### config.mk
export PLATFORM = sky130hd
export DESIGN_NAME = port_cmd_dispatch
export DESIGN_NICKNAME = d
export VERILOG_FILES = /design/src/rtl/pcd_pkg.sv /design/src/rtl/pcd_merge.sv /design/src/rtl/pcd_decode.sv /design/src/rtl/pcd_seq.sv /design/src/rtl/port_cmd_dispatch.sv
export SDC_FILE = /design/constraint.sdc
export NUM_CORES = 1
export LEC_CHECK = 0
export BUFFER_PORTS_ARGS = -buffer_cell sky130_fd_sc_hd__buf_4
export CAP_MARGIN = 20
export CELL_PAD_IN_SITES_DETAIL_PLACEMENT = 0
export CELL_PAD_IN_SITES_GLOBAL_PLACEMENT = 1
export CORE_MARGIN = 2
export CORE_UTILIZATION = 25
export DETAILED_ROUTE_END_ITERATION = 10
export PLACE_DENSITY_LB_ADDON = 0.1
export SKIP_CTS_REPAIR_TIMING = 1
export SYNTH_ARGS = -nofsm -noshare
export SYNTH_HDL_FRONTEND = slang
export SYNTH_SLANG_ARGS = --single-unit
### constraint.sdc
create_clock -name clk -period 2.2 [get_ports clk]
set_clock_uncertainty 0.1 [all_clocks]
set_input_delay 0.33 -clock clk [delete_from_list [all_inputs] [get_ports clk]]
set_output_delay 0.33 -clock clk [all_outputs]
set_load 0.005 [all_outputs]
### src/rtl/pcd_pkg.sv
package pcd_pkg;

   typedef enum logic [3:0] {
      OPC_SW_RESET  = 4'h0,
      OPC_SELF_TEST = 4'h1,
      OPC_SEL_RESET = 4'h2,
      OPC_DUMP      = 4'h3,
      OPC_WAKE_DUMP = 4'h7
   } opc_e;

   localparam int NUM_OPS      = 5;
   localparam int IDX_SW_RESET = 0;
   localparam int IDX_SELFTEST = 1;
   localparam int IDX_SELRESET = 2;
   localparam int IDX_DUMP     = 3;
   localparam int IDX_WAKEDUMP = 4;
   localparam int OPC_W        = 4;

   typedef struct packed {
      logic [NUM_OPS-1:0] start;
      logic               err;
   } dec_t;

endpackage

### src/rtl/pcd_merge.sv
module pcd_merge #(
   parameter int DATA_W = 32,
   localparam int LANES = DATA_W / 8
) (
   input  logic              clk,
   input  logic              rst_n,
   input  logic              wr,
   input  logic [LANES-1:0]  be,
   input  logic [DATA_W-1:0] wdata,
   input  logic              accept,
   input  logic              clear,
   output logic              fire,
   output logic [DATA_W-1:0] merged,
   output logic [DATA_W-1:0] hold_q
);

   logic take;
   assign take = wr && accept;
   assign fire = take && be[LANES-1];

   for (genvar k = 0; k < LANES; k++) begin : g_lane
      assign merged[8*k +: 8] = be[k] ? wdata[8*k +: 8] : hold_q[8*k +: 8];

      // an accepted write that leaves lane k unselected keeps that lane
      p_lane_keep_r1: assert property (@(posedge clk) disable iff (!rst_n)
         (take && !be[k] && !(fire && clear)) |=> $stable(hold_q[8*k +: 8]));
   end

   always_ff @(posedge clk or negedge rst_n) begin
      if (!rst_n)
         hold_q <= '0;
      else if (fire && clear)
         hold_q <= '0;
      else if (take)
         hold_q <= merged;
   end

   // nothing written while the block refuses writes
   p_frozen_busy_r8: assert property (@(posedge clk) disable iff (!rst_n)
      !accept |=> $stable(hold_q));

endmodule

### src/rtl/pcd_decode.sv
module pcd_decode
   import pcd_pkg::*;
#(
   parameter bit WAKE_DUMP_EN = 1'b1
) (
   input  logic [OPC_W-1:0] opc,
   input  logic             fire,
   output dec_t             dec
);

   logic [NUM_OPS-1:0] hit;
   logic               wake_hit;

   always_comb begin
      hit = '0;
      unique case (opc)
         OPC_SW_RESET:  hit[IDX_SW_RESET] = 1'b1;
         OPC_SELF_TEST: hit[IDX_SELFTEST] = 1'b1;
         OPC_SEL_RESET: hit[IDX_SELRESET] = 1'b1;
         OPC_DUMP:      hit[IDX_DUMP]     = 1'b1;
         default:       hit = '0;
      endcase
   end

   if (WAKE_DUMP_EN) begin : g_wake
      assign wake_hit = (opc == OPC_WAKE_DUMP);
   end else begin : g_no_wake
      assign wake_hit = 1'b0;
   end

   always_comb begin
      dec.start               = fire ? hit : '0;
      dec.start[IDX_WAKEDUMP] = fire && wake_hit;
      dec.err                 = fire && !wake_hit && (hit == '0);
   end

endmodule

### src/rtl/pcd_seq.sv
module pcd_seq
   import pcd_pkg::*;
#(
   parameter int ADDR_W   = 32,
   parameter int RECOVERY = 30,
   localparam int CNT_W   = $clog2(RECOVERY + 1)
) (
   input  logic               clk,
   input  logic               rst_n,
   input  dec_t               dec,
   input  logic [ADDR_W-1:0]  addr_in,
   input  logic               op_done,
   output logic [NUM_OPS-1:0] start_q,
   output logic               err_q,
   output logic [ADDR_W-1:0]  addr_q,
   output logic               rec_busy,
   output logic               op_active
);

   logic [CNT_W-1:0] rec_cnt;
   logic             any_start;

   assign any_start = |dec.start;
   assign rec_busy  = (rec_cnt != '0);

   always_ff @(posedge clk or negedge rst_n) begin
      if (!rst_n) begin
         start_q   <= '0;
         err_q     <= 1'b0;
         addr_q    <= '0;
         rec_cnt   <= '0;
         op_active <= 1'b0;
      end else begin
         start_q <= dec.start;
         err_q   <= dec.err;
         if (rec_busy)
            rec_cnt <= rec_cnt - 1'b1;
         if (op_done)
            op_active <= 1'b0;
         if (any_start)
            addr_q <= addr_in;
         if (dec.start[IDX_SW_RESET])
            rec_cnt <= CNT_W'(RECOVERY);
         else if (any_start)
            op_active <= 1'b1;
      end
   end

   // at most one pulse of any kind per cycle
   p_onehot_r3: assert property (@(posedge clk) disable iff (!rst_n)
      $onehot0({start_q, err_q}));
   // every start pulse lasts a single cycle
   p_single_pulse_r3: assert property (@(posedge clk) disable iff (!rst_n)
      (|start_q) |=> (start_q == '0));
   // software reset always enters recovery
   p_reset_busy_r6: assert property (@(posedge clk) disable iff (!rst_n)
      start_q[IDX_SW_RESET] |-> rec_busy);
   // an error never leaves the block busy
   p_err_idle_r5: assert property (@(posedge clk) disable iff (!rst_n)
      err_q |-> (!rec_busy && !op_active));

endmodule

### src/rtl/port_cmd_dispatch.sv
module port_cmd_dispatch
   import pcd_pkg::*;
#(
   parameter int DATA_W       = 32,
   parameter int ALIGN_BITS   = 4,
   parameter int SYS_WAIT     = 10,
   parameter int TX_WAIT      = 5,
   parameter int TX_DIV       = 4,
   parameter bit WAKE_DUMP_EN = 1'b1,
   localparam int LANES       = DATA_W / 8,
   localparam int RECOVERY    = SYS_WAIT + TX_WAIT * TX_DIV
) (
   input  logic              clk,
   input  logic              rst_n,
   input  logic              host_wr,
   input  logic [LANES-1:0]  host_be,
   input  logic [DATA_W-1:0] host_wdata,
   output logic [DATA_W-1:0] host_rdata,
   input  logic              op_done,
   output logic              busy,
   output logic              go_sw_reset,
   output logic              go_self_test,
   output logic              go_sel_reset,
   output logic              go_dump,
   output logic              go_wake_dump,
   output logic [DATA_W-1:0] target_addr,
   output logic              bad_cmd
);

   if ((DATA_W % 8) != 0 || DATA_W < 16) begin : g_bad_width
      $error("port_cmd_dispatch: DATA_W must be a multiple of 8 and at least 16");
   end
   if (ALIGN_BITS < OPC_W) begin : g_bad_align
      $error("port_cmd_dispatch: ALIGN_BITS must cover the opcode field");
   end
   if (SYS_WAIT < 1 || TX_WAIT < 0 || TX_DIV < 1) begin : g_bad_wait
      $error("port_cmd_dispatch: recovery parameters out of range");
   end

   logic               fire;
   logic [DATA_W-1:0]  merged, hold_q, addr_next;
   dec_t               dec;
   logic [NUM_OPS-1:0] start_q;
   logic               rec_busy, op_active;

   assign busy = rec_busy || op_active;

   pcd_merge #(.DATA_W(DATA_W)) u_merge (
      .clk    (clk),
      .rst_n  (rst_n),
      .wr     (host_wr),
      .be     (host_be),
      .wdata  (host_wdata),
      .accept (!busy),
      .clear  (dec.start[IDX_SW_RESET]),
      .fire   (fire),
      .merged (merged),
      .hold_q (hold_q)
   );

   pcd_decode #(.WAKE_DUMP_EN(WAKE_DUMP_EN)) u_decode (
      .opc  (merged[OPC_W-1:0]),
      .fire (fire),
      .dec  (dec)
   );

   assign addr_next = {merged[DATA_W-1:ALIGN_BITS], {ALIGN_BITS{1'b0}}};

   pcd_seq #(.ADDR_W(DATA_W), .RECOVERY(RECOVERY)) u_seq (
      .clk       (clk),
      .rst_n     (rst_n),
      .dec       (dec),
      .addr_in   (addr_next),
      .op_done   (op_done),
      .start_q   (start_q),
      .err_q     (bad_cmd),
      .addr_q    (target_addr),
      .rec_busy  (rec_busy),
      .op_active (op_active)
   );

   assign go_sw_reset  = start_q[IDX_SW_RESET];
   assign go_self_test = start_q[IDX_SELFTEST];
   assign go_sel_reset = start_q[IDX_SELRESET];
   assign go_dump      = start_q[IDX_DUMP];
   assign go_wake_dump = start_q[IDX_WAKEDUMP];
   assign host_rdata   = rec_busy ? '0 : hold_q;

   // a write missing the top lane never fires anything
   p_no_fire_wo_top_r2: assert property (@(posedge clk) disable iff (!rst_n)
      (host_wr && !host_be[LANES-1]) |=> (start_q == '0 && !bad_cmd));
   // recovery reads back zero
   p_rd_zero_r7: assert property (@(posedge clk) disable iff (!rst_n)
      rec_busy |-> (host_rdata == '0));

endmodule

-- Yosys cells after proc, flatten, opt, wreduce, memory -nomap -nowiden
Index checks and enable logic that the tools add are counted.
- output and inout bits: 71
- bits in registers: 72
- input bits: 40
- logic and storage cells: 43
- add/subtract/negate cells: 1
- reduce and logical (&&, ||, !) cells: 15
- muxes and demuxes: 17
- equal/unequal tests: 4
- operator list (operator ; number):
    $mux W32 ; 3
    $mux W8 ; 4
    $mux W5 ; 2
    $eq A4 B2 Y1 const B ; 2
    $mux W1 ; 7
    $logic_and A1 B1 Y1 ; 6
    $logic_not A5 Y1 ; 1
    $reduce_bool A5 Y1 ; 1
    $reduce_or A5 Y1 ; 1
    $sub A5 B1 Y5 const B ; 1
    $eq A4 B1 Y1 const B ; 1
    $eq A4 B3 Y1 const B ; 1
    $logic_not A4 Y1 ; 1
    $mux W4 ; 1
    $reduce_bool A2 Y1 ; 2
    $logic_not A1 Y1 ; 2
    $logic_or A1 B1 Y1 ; 1

-- Longest topological paths before layout
Gate-level depths: netlist (run 1).
- depth after elaboration: 9
- gate-level depth with buffers: 8
- gate-level depth less buffers: 7

-- By module
From an unflattened synthesis (run 1), not the netlist that was laid out.
- cells, all modules: 301
- area, all modules: 4088.9 um^2
- modules (own cells, without submodules) (module ; cells each ; sequential area each (um^2) ; instances ; area an instance (um^2)):
    pcd_merge ; 151 ; 800.8 ; 1 ; 1981.9
    pcd_seq ; 102 ; 1101.1 ; 1 ; 1800.5
    port_cmd_dispatch ; 38 ; 0.0 ; 1 ; 236.5
    pcd_decode ; 10 ; 0.0 ; 1 ; 70.1

-- Least setup slack after synthesis (run 1)
Ideal clock, no wire load.
- kind: flip-flop to output port
- start point: register u_seq.rec_cnt[0]
- end point: output host_rdata[22]
- required time: 1.770 ns
- stages on the path, launching flop included: 7
- arrival time: 1.530 ns
- setup slack: 0.240 ns
- buffers on the path: 2
- cells stage by stage: dfrtp_1 > inv_1 > ha_1 > nor4b_4 > buf_2 > clkbuf_1 > and2_1
- word-level cells in the longest chain between the ends: 2
- RTL lines (item ; RTL line ; source):
    start, declared ; pcd_seq.sv:20 ; logic [CNT_W-1:0] rec_cnt;
    start signal, assigned ; pcd_seq.sv:37 ; rec_cnt <= rec_cnt - 1'b1;
    start signal, assigned ; pcd_seq.sv:43 ; rec_cnt <= CNT_W'(RECOVERY);
    $reduce_bool A5 Y1 ; pcd_seq.sv:24 ; assign rec_busy = (rec_cnt != '0);
    $mux W32 ; port_cmd_dispatch.sv:87 ; assign host_rdata = rec_busy ? '0 : hold_q;
    end, declared ; port_cmd_dispatch.sv:18 ; output logic [DATA_W-1:0] host_rdata,
No other way between the ends.

-- Final worst setup path (run 1)
- start point: register u_seq.rec_cnt[0]
- end point: output host_rdata[19]
Same word-level chain as after synthesis.

==> flow_metrics.env, run 1 <==
export IMPL_grt_pass1_wl_um=18170
export IMPL_first_pass_iters=4
export IMPL_insertion_delay_ns=0.33
export IMPL_syn_cell_area_sq_mm=0.003571
export IMPL_cts_root_buf="clkbuf_16"
export IMPL_core_area_sq_mm=0.01393
export IMPL_post_route_drc_count=0
export IMPL_n_antenna_cell=0
export IMPL_dr_total_vias=3282
export IMPL_cts_tree="yes"
export IMPL_whs_endpoint="u_merge.hold_q[27]$_DFFE_PN0P_"
export IMPL_rrSetupSlack_ns=0.04
export IMPL_via_per_inst=4.805
export IMPL_hp_class="input port to register"
export IMPL_fin_crit_sh_pct=103.8
export IMPL_critPathMaxFanout=5
export IMPL_synth_seq_cells=72
export IMPL_finalNonFillerCells=683
export IMPL_path_cells="inv_2 -> ha_4 -> nor4b_4 -> buf_6 -> buf_4 -> clkbuf_16 -> and2_1 -> buf_4"
export IMPL_max_cap_viol_count=0
export IMPL_numClockSinks=72
export IMPL_yosysTopAreaCellShare_pct=50.46
export IMPL_cpMostUsedCell="buf_4"
export IMPL_cp_start_kind="register"
export IMPL_finalSetupViolCount=23
export IMPL_fin_crit_ns=2.283
export IMPL_wl_per_cell_um=18.55
export IMPL_seq_area_frac_synth_pct=50.46
export IMPL_ys_types=35
export IMPL_pin_count=111
export IMPL_nFillCells=1413
export IMPL_crit_buf_inv=5
export IMPL_core_rowCount=43
export IMPL_grt_max_degree=45
export IMPL_first_iter_violations=158
export IMPL_rsz0062_at_grt="yes"
export IMPL_hold_viol=0
export IMPL_yosysTopAreaCell="dfrtp_1"
export IMPL_htreeDepth=3
export IMPL_grt_pass1_vias=3281
export IMPL_crit_type="register to output port"
export IMPL_ir_worst_vdd_mv=0.4387
export IMPL_antenna_found_initial=0
export IMPL_rr_startpoint="u_seq.rec_cnt[0]$_DFFE_PN0P_"
export IMPL_slowest_stage="dfrtp_1"
export IMPL_cp_slowest_stage_delay_ns=0.39
export IMPL_areaGrowthSynthToFinish_pct=50.88
export IMPL_critPathTopFamily="buffers and inverters"
export IMPL_worstHoldPathCells=3
export IMPL_dp_cells=647
export IMPL_reg2regPathDepth=11
export IMPL_cts_buffers=9
export IMPL_synth_area_top_cells="dfrtp_1, a31oi_1, nand2_1"
export IMPL_gp_congestion=0.7844
export IMPL_initial_core_util_pct=25.63
export IMPL_die_y_um=123.5
export IMPL_grt_use_met2_pct=26.03
export IMPL_p_leak_nw=2.557
export IMPL_synth_cells=372
export IMPL_slew_viol_final=0
export IMPL_yosys_warnings=0
export IMPL_io_buffers=106
export IMPL_status="finished with violations"
export IMPL_violations="negative setup slack"
export IMPL_die_width_um=123.5
export IMPL_fp_dieArea_sq_mm=0.01526
export IMPL_wirelength_um=12670
export IMPL_final_util_pct=38.66
export IMPL_grtUsageMet3_pct=2.768
export IMPL_top_usage_layer="met2"
export IMPL_power_density_mw_per_mm2=1076
export IMPL_clk_pin_slew_ns=0.06
export IMPL_crit_arrival_ns=1.85
export IMPL_startpoint="u_seq.rec_cnt[0]$_DFFE_PN0P_"
export IMPL_hpwlAfterDp_um=8018
export IMPL_pre_cts_slack_ns=0.08577
export IMPL_reg2reg_to="u_merge.hold_q[11]$_DFFE_PN0P_"
export IMPL_grtUsageTotal_pct=15.94
export IMPL_post_route_cells_drive_above_1_share_pct=38.97
export IMPL_fmax_mhz=438.1
export IMPL_drtAntennaViolNets=0
export IMPL_layout_setup_ws_ns=-0.08283
export IMPL_clock_path_buffers=2
export IMPL_grt_util_met1_pct=21.19
export IMPL_crit_path_end_kind="output port"
export IMPL_required_ns=1.77
export IMPL_syn_area_per_cell_sq_um=9.599
export IMPL_min_from="host_wdata[27]"
export IMPL_final_nets=543
export IMPL_grt_overflow_total=0
## worst reg2reg max path, stage by stage (launching register included)
cell and delay, ns:
dfrtp_1 0.39, inv_2 0.10, ha_4 0.14, nor4b_4 0.23, buf_6 0.17, clkbuf_16 0.14, buf_8 0.12, nand2_2 0.07
or2_4 0.28, inv_8 0.10, clkbuf_16 0.15, o22ai_1 0.06
## report_power, final
group / internal [mW] / switching, mW
combinational: 1.15 / 0.985
clock: 0.868 / 0.539
sequential: 1.84 / 0.414
total: 3.86 / 1.94
## cell usage in the layout (no fill, tap or decap), types with 2 or more instances in the layout
master	instances
nor3_1	7
inv_2	2
mux2i_1	11
buf_8	4
and2_4	22
buf_4	106
o21ai_0	3
mux2_2	3
nor2_1	6
clkbuf_8	4
inv_1	4
conb_1	4
o211ai_1	2
nor3b_1	3
dfrtp_1	72
and2_1	12
xnor2_1	2
a21oi_1	13
buf_6	25
nand3_1	12
nand2b_1	19
buf_12	5
nand2_1	62
o22ai_1	20
clkbuf_16	15
a31oi_1	47
## synthesized netlist by cell type
master / number
buf_6: 5
nor2_1: 6
mux2_2: 3
o22ai_1: 20
nand3_1: 13
buf_1: 1
nor3_1: 7
inv_2: 1
a32oi_1: 1
o32a_1: 1
and2_1: 34
nand2_2: 1
o211ai_1: 2
ha_1: 2
a31oi_1: 47
nor2b_1: 1
xnor2_1: 2
conb_1: 1
clkbuf_1: 8
inv_1: 6
nor3b_1: 3
and3b_1: 1
nor4b_4: 1
or2_4: 1
buf_4: 9
dfrtp_1: 72
and3_1: 2
mux2i_1: 12
o21ai_4: 1
a22o_1: 1
nand2b_1: 20
o21ai_0: 3
a21oi_1: 13
buf_2: 9
nand2_1: 62
## sequential cells by signal (all words and copies together) (netlist names)
signal	cells
u_seq.rec_cnt	5
u_seq.addr_q	28
u_merge.hold_q	32
u_seq.err_q	1
u_seq.op_active	1
u_seq.start_q	5
## layer usage
layer  vias to the layer above  routed length (um)
li1                       1559                   -
met1                      1630                5490
met2                        79                6438
met3                        14                 532
met4                         0                 206
met5                         -                   0
## stage by stage
stage	total power, mW	setup TNS, ns	instance area, sq um	hold WS, ns
after floorplan	3.148	0	3582	-0.06559
after global placement	4.048	0	4598	0.2016
after detailed placement	4.071	0	4598	0.1969
after CTS	5.504	-3.364	4878	-0.1606
after global routing	6.218	-5.136	5388	0.1298
final	5.796	-1.343	5388	0.1288
## cells by family after synthesis
family / count (synthesis) / synth area share, %
DFF: 72 / 50.46
AOI/OAI and AO/OA: 89 / 15.63
adders and majority gates: 2 / 0.7007
muxes: 15 / 4.310
xor gates and xnor gates: 2 / 0.4906
other: 1 / 0.1050
and+or+nand+nor: 152 / 21.90
buffers and inverters: 39 / 6.412
## layout make-up
class,instances,area [sq um],share of cell area (%)
Timing Repair Buffer,147,1398,25.94
Clock buffer,13,280.3,5.202
Inverter,7,33.78,0.6270
Multi-Input combinational cell,264,1649,30.61
Tap cell,180,225.2,4.180
Sequential cell,72,1802,33.44
## worst max-delay path by stage
stage / end / slack, ns / cells past startpoint
after floorplan: host_rdata[22] / 0.24 / 6
after global placement: u_seq.addr_q[23]$_DFFE_PN0P_ / 0.12 / 8
after detailed placement: u_merge.hold_q[12]$_DFFE_PN0P_ / 0.09 / 9
after CTS: host_rdata[20] / -0.21 / 6
after global routing: host_rdata[19] / -0.15 / 8
final: host_rdata[19] / -0.08 / 8
Power figures use the tool's default switching activity.
==> run 2, diff against run 1 <==
MAX_ROUTING_LAYER = met4   (was default)
==> run 2 against run 1 <==
  * The flow still finishes with violations (negative setup slack)
  * Maximum frequency is 1.4% higher
  * Highest routed layer unchanged
  * Worst setup slack better by 0.032 ns
  * Register-to-register slack improved by 0.05 ns
  * Count of clock-buffer cells in the layout is the same
  * Critical endpoint is now host_rdata[5]
  * Via count about the same
  * Global-route usage rose by 0.46 points
  * Clock power is essentially flat
  * Sequential power about the same
  * Hold slack lost 0.0041 ns
  * Final area down 1.5%
  * Total power fell by 1.3%
  * Die area unchanged
==> flow_metrics.env, run 2 (synthesis gave the netlist of run 1 again) <==
export IMPL_status="finished with violations"
export IMPL_violations="negative setup slack"
export IMPL_cts_root_buf="clkbuf_16"
export IMPL_nFillCells=1426
export IMPL_setup_tns_final_ns=-0.8661
export IMPL_fin_crit_ns=2.251
export IMPL_core_area_sq_mm=0.01393
export IMPL_insertion_delay_ns=0.33
export IMPL_cp_slowest_stage_delay_ns=0.39
export IMPL_grt_max_degree=45
export IMPL_dr_total_vias=3279
export IMPL_grt_pass1_vias=3282
export IMPL_cts_tree="yes"
export IMPL_final_util_pct=38.10
export IMPL_grt_overflow_total=0
export IMPL_clk_pin_slew_ns=0.06
export IMPL_dp_cells=647
export IMPL_grt_pass1_wl_um=18170
export IMPL_largest_reg_flops=32
export IMPL_crit_type="register to output port"
export IMPL_clock_path_buffers=2
export IMPL_crit_arrival_ns=1.82
export IMPL_cp_start_kind="register"
export IMPL_power_density_mw_per_mm2=1078
export IMPL_hpwlAfterDp_um=8018
export IMPL_final_nets=533
export IMPL_wl_per_cell_um=18.75
export IMPL_post_route_cells_drive_above_1_share_pct=38.54
export IMPL_seqCellArea_sq_mm=0.001802
export IMPL_grtUsageTotal_pct=16.41
export IMPL_required_ns=1.77
export IMPL_hold_viol=0
export IMPL_final_cell_mix="buf_4, dfrtp_1, nand2_1"
export IMPL_cts_buffers=9
export IMPL_areaGrowthSynthToFinish_pct=48.67
export IMPL_slowest_stage="dfrtp_1"
export IMPL_path_cells="inv_2 -> ha_4 -> nor4b_4 -> buf_6 -> clkbuf_16 -> and2_4 -> buf_6"
export IMPL_fp_dieArea_sq_mm=0.01526
export IMPL_multi_input_area_sq_mm=0.001652
export IMPL_pin_count=111
export IMPL_rsz0062_at_grt="yes"
export IMPL_die_y_um=123.5
export IMPL_max_cap_viol_count=0
export IMPL_reg_top3="u_merge.hold_q: 32 flops, u_seq.addr_q: 28 flops"
export IMPL_via_per_inst=4.872
export IMPL_initial_core_util_pct=25.63
export IMPL_antenna_found_initial=0
export IMPL_drtAntennaViolNets=0
export IMPL_post_route_drc_count=0
export IMPL_hp_class="input port to register"
export IMPL_p_leak_nw=2.505
export IMPL_crit_path_end_kind="output port"
export IMPL_fmax_mhz=444.2
export IMPL_htreeDepth=3
export IMPL_finalSetupViolCount=33
export IMPL_core_rowCount=43
export IMPL_cpMostUsedCell="buf_6"
export IMPL_final_common_cell="buf_4"
export IMPL_die_width_um=123.5
export IMPL_finalNonFillerCells=673
export IMPL_first_iter_violations=174
export IMPL_ir_worst_vdd_mv=0.4352
export IMPL_fin_crit_sh_pct=102.3
export IMPL_slew_viol_final=0
export IMPL_n_antenna_cell=0
export IMPL_wirelength_um=12620
export IMPL_io_buffers=106
export IMPL_first_pass_iters=4
export IMPL_numClockSinks=72
export IMPL_layout_setup_ws_ns=-0.05107
export IMPL_largest_register="u_merge.hold_q"
export IMPL_critPathMaxFanout=6
export IMPL_gp_congestion=0.7953
==> run 2: final timing paths <==
path                                                     start                             end  slack [ns]  cells after the start
worst max-delay path              u_seq.rec_cnt[0]$_DFFE_PN0P_                   host_rdata[5]       -0.05                      7
worst min-delay path                            host_wdata[27]  u_merge.hold_q[27]$_DFFE_PN0P_        0.12                      3
worst max register to register    u_seq.rec_cnt[0]$_DFFE_PN0P_    u_seq.addr_q[19]$_DFFE_PN0P_        0.09                      9
worst min register to register  u_merge.hold_q[26]$_DFFE_PN0P_  u_merge.hold_q[26]$_DFFE_PN0P_        0.39                      2
max in group asynchronous                                rst_n    u_seq.addr_q[29]$_DFFE_PN0P_        1.03                      3
min in group asynchronous                                rst_n     u_seq.addr_q[8]$_DFFE_PN0P_        0.37                      2
==> run 2: final cells by class <==
class / count / share of cell area [%]
inverter: 7 / 0.6363
sequential: 72 / 33.94
clock buffer: 13 / 5.279
timing repair buffer: 137 / 24.79
multi-input combinational: 264 / 31.11
tap: 180 / 4.242
==> run 2: metrics by stage <==
step                power, mW  instance area, sq um  hold slack [ns]  setup WS (ns)
global route            6.139                  5309           0.1299        -0.1403
global placement        4.048                  4598           0.2016         0.1225
CTS                     5.504                  4878          -0.1606        -0.2066
finish                  5.723                  5309           0.1248       -0.05107
detailed placement      4.071                  4598           0.1969        0.08577
floorplan               3.148                  3582         -0.06559         0.2402
==> run 2: routing by layer <==
| metal | up-vias | track usage [%] | part of all wire, % |
|---|---|---|---|
| li1 | 1542 | - | - |
| met4 | 0 | 5.753 | 2.4 |
| met3 | 21 | 2.629 | 4.5 |
| met2 | 95 | 26.06 | 49 |
| met1 | 1621 | 21.25 | 44 |
| met5 | - | - | 0 |
==> run 2: power by group <==
group | total (mW) | internal (mW) | switching (mW)
clock | 1.41 | 0.868 | 0.546
sequential | 2.26 | 1.84 | 0.417
combinational | 2.05 | 1.08 | 0.966
total | 5.72 | 3.79 | 1.93
==> run 2: critical path, delay by kind of cell (launching register included) <==
family / cells / cell delay [ns]
AND/OR/NAND/NOR: 2 / 0.40
adder cells (fa/ha/maj): 1 / 0.13
buffers and inverters: 4 / 0.56
flip-flops: 1 / 0.39
==> run 3, diff against run 2 <==
CORE_ASPECT_RATIO = 0.9   (was default)
RECOVER_POWER = 25   (was default)
==> run 3 against run 2 <==
  * The run still ends with negative setup slack left
  * Count of clock-buffer cells in the layout is 3 lower
  * Utilization shrank 0.51 points
  * Worst setup slack better by 0.037 ns
  * Final area is 0.85% lower
  * Total power is 2.1% higher
  * Critical path depth did not move
  * Via count fell by 2.1%
  * Clock power increased by 13%
==> flow_metrics.env, run 3 (synthesis gave the netlist of run 1 again) <==
export IMPL_status="finished with violations"
export IMPL_violations="negative setup slack"
export IMPL_hold_viol=0
export IMPL_grt_pass1_vias=3216
export IMPL_final_nets=535
export IMPL_ir_worst_vdd_mv=0.4908
export IMPL_via_per_inst=4.652
export IMPL_drtAntennaViolNets=0
export IMPL_dp_cells=661
export IMPL_insertion_delay_ns=0.33
export IMPL_rsz0062_at_grt="yes"
export IMPL_crit_type="register to output port"
export IMPL_final_common_cell="buf_4"
export IMPL_areaGrowthSynthToFinish_pct=47.41
export IMPL_largest_register="u_merge.hold_q"
export IMPL_seqCellArea_sq_mm=0.001802
export IMPL_core_rowCount=41
export IMPL_first_pass_iters=4
export IMPL_reg2regPathDepth=9
export IMPL_rr_startpoint="u_seq.rec_cnt[0]$_DFFE_PN0P_"
export IMPL_gp_congestion=0.7638
export IMPL_post_route_drc_count=0
export IMPL_io_buffers=106
export IMPL_rrSetupSlack_ns=0.11
export IMPL_die_width_um=130.0
export IMPL_crit_path_end_kind="output port"
export IMPL_cts_root_buf="clkbuf_16"
export IMPL_wl_per_cell_um=16.88
export IMPL_reg_top3="u_merge.hold_q: 32 flops, u_seq.addr_q: 28 flops"
export IMPL_htreeDepth=3
export IMPL_fp_dieArea_sq_mm=0.01526
export IMPL_worstMarginPinSlew_ns=0.7784
export IMPL_nFillCells=1421
export IMPL_fin_crit_ns=2.214
export IMPL_cp_start_kind="register"
export IMPL_crit_arrival_ns=1.78
export IMPL_grt_pass1_wl_um=18080
export IMPL_min_from="host_wdata[28]"
export IMPL_layout_setup_ws_ns=-0.01398
export IMPL_clk_pin_slew_ns=0.06
export IMPL_total_power_mw=5.844
export IMPL_pin_count=111
export IMPL_max_cap_viol_count=0
export IMPL_n_antenna_cell=0
export IMPL_core_area_sq_mm=0.01400
export IMPL_reg2reg_to="u_seq.addr_q[15]$_DFFE_PN0P_"
export IMPL_worstHoldPathCells=3
export IMPL_initial_core_util_pct=25.50
export IMPL_grt_max_degree=44
export IMPL_slew_viol_final=0
export IMPL_whs_endpoint="u_merge.hold_q[28]$_DFFE_PN0P_"
export IMPL_cts_tree="yes"
export IMPL_required_ns=1.77
export IMPL_wirelength_um=11650
export IMPL_p_leak_nw=2.500
export IMPL_finalSetupViolCount=9
export IMPL_hpwlAfterDp_um=7748
export IMPL_startpoint="u_seq.rec_cnt[0]$_DFFE_PN0P_"
export IMPL_numClockSinks=72
export IMPL_fmax_mhz=451.7
export IMPL_first_iter_violations=159
export IMPL_final_cell_mix="buf_4, dfrtp_1, nand2_1"
export IMPL_cts_buffers=9
export IMPL_whs_ns=0.1304
export IMPL_finalNonFillerCells=690
export IMPL_largest_reg_flops=32
export IMPL_clock_path_buffers=2
export IMPL_antenna_found_initial=0
export IMPL_power_density_mw_per_mm2=1110
export IMPL_hp_class="input port to register"
export IMPL_post_route_cells_drive_above_1_share_pct=38.43
export IMPL_multi_input_area_sq_mm=0.001640
export IMPL_grt_overflow_total=0
export IMPL_fin_crit_sh_pct=100.6
export IMPL_critPathMaxFanout=8
export IMPL_die_y_um=117.4
export IMPL_grtUsageTotal_pct=15.62
export IMPL_relSlewSlack_pct=48.11
export IMPL_dr_total_vias=3210
export IMPL_final_util_pct=37.59
==> run 3: cell types whose count changed in the layout (fill, tap and decap cells not counted), moves of 2 or more <==
cell / previous run / this run
and2_1: 6 / 8
and2_4: 28 / 25
buf_4: 91 / 102
buf_6: 32 / 28
buf_8: 2 / 0
bufinv_16: 0 / 2
clkbuf_16: 14 / 11
clkbuf_8: 4 / 1
==> run 3: power breakdown <==
group	internal [mW]	leakage (nW)	switching [mW]	total, mW
Combinational	1.07	1.41	0.913	1.98
Clock	1.02	0.155	0.575	1.59
Sequential	1.84	0.935	0.431	2.27
Total	3.92	2.50	1.92	5.84
==> run 3: layer usage <==
metal | part of all wire (%) | wire (um) | GRT usage (%)
met1 | 48 | 5619 | 21.95
met3 | 4.5 | 519 | 4.060
met2 | 47 | 5434 | 22.81
met5 | 0 | 0 | -
met4 | 0.64 | 74 | 3.226
==> run 3: cell type report <==
cell class / count / area share, %
sequential: 72 / 34.23
multi-input combinational: 264 / 31.16
timing repair buffer: 139 / 23.44
tap: 193 / 4.588
clock buffer: 10 / 4.540
clock inverter: 5 / 1.545
inverter: 7 / 0.4992
==> run 3: critical path, cell delays in order (launching register included) <==
cell	delay [ns]
dfrtp_1	0.39
inv_2	0.10
ha_4	0.14
nor4b_4	0.23
buf_4	0.21
clkbuf_16	0.16
and2_4	0.14
buf_6	0.09
==> run 3: per-stage QoR <==
stage / area [sq um] / setup TNS [ns] / setup WS [ns]
floorplan: 3582 / 0 / 0.2402
global placement: 4623 / 0 / 0.1201
detailed placement: 4623 / 0 / 0.04662
CTS: 4943 / -4.374 / -0.1869
global route: 5264 / -2.154 / -0.1117
finish: 5264 / -0.09212 / -0.01398
==> run 3: worst max path at each step <==
stage	endpoint	cells past startpoint
global route	host_rdata[28]	7
detailed placement	u_merge.hold_q[12]$_DFFE_PN0P_	6
finish	host_rdata[28]	7
CTS	host_rdata[20]	6
global placement	u_merge.hold_q[15]$_DFFE_PN0P_	6
floorplan	host_rdata[22]	6
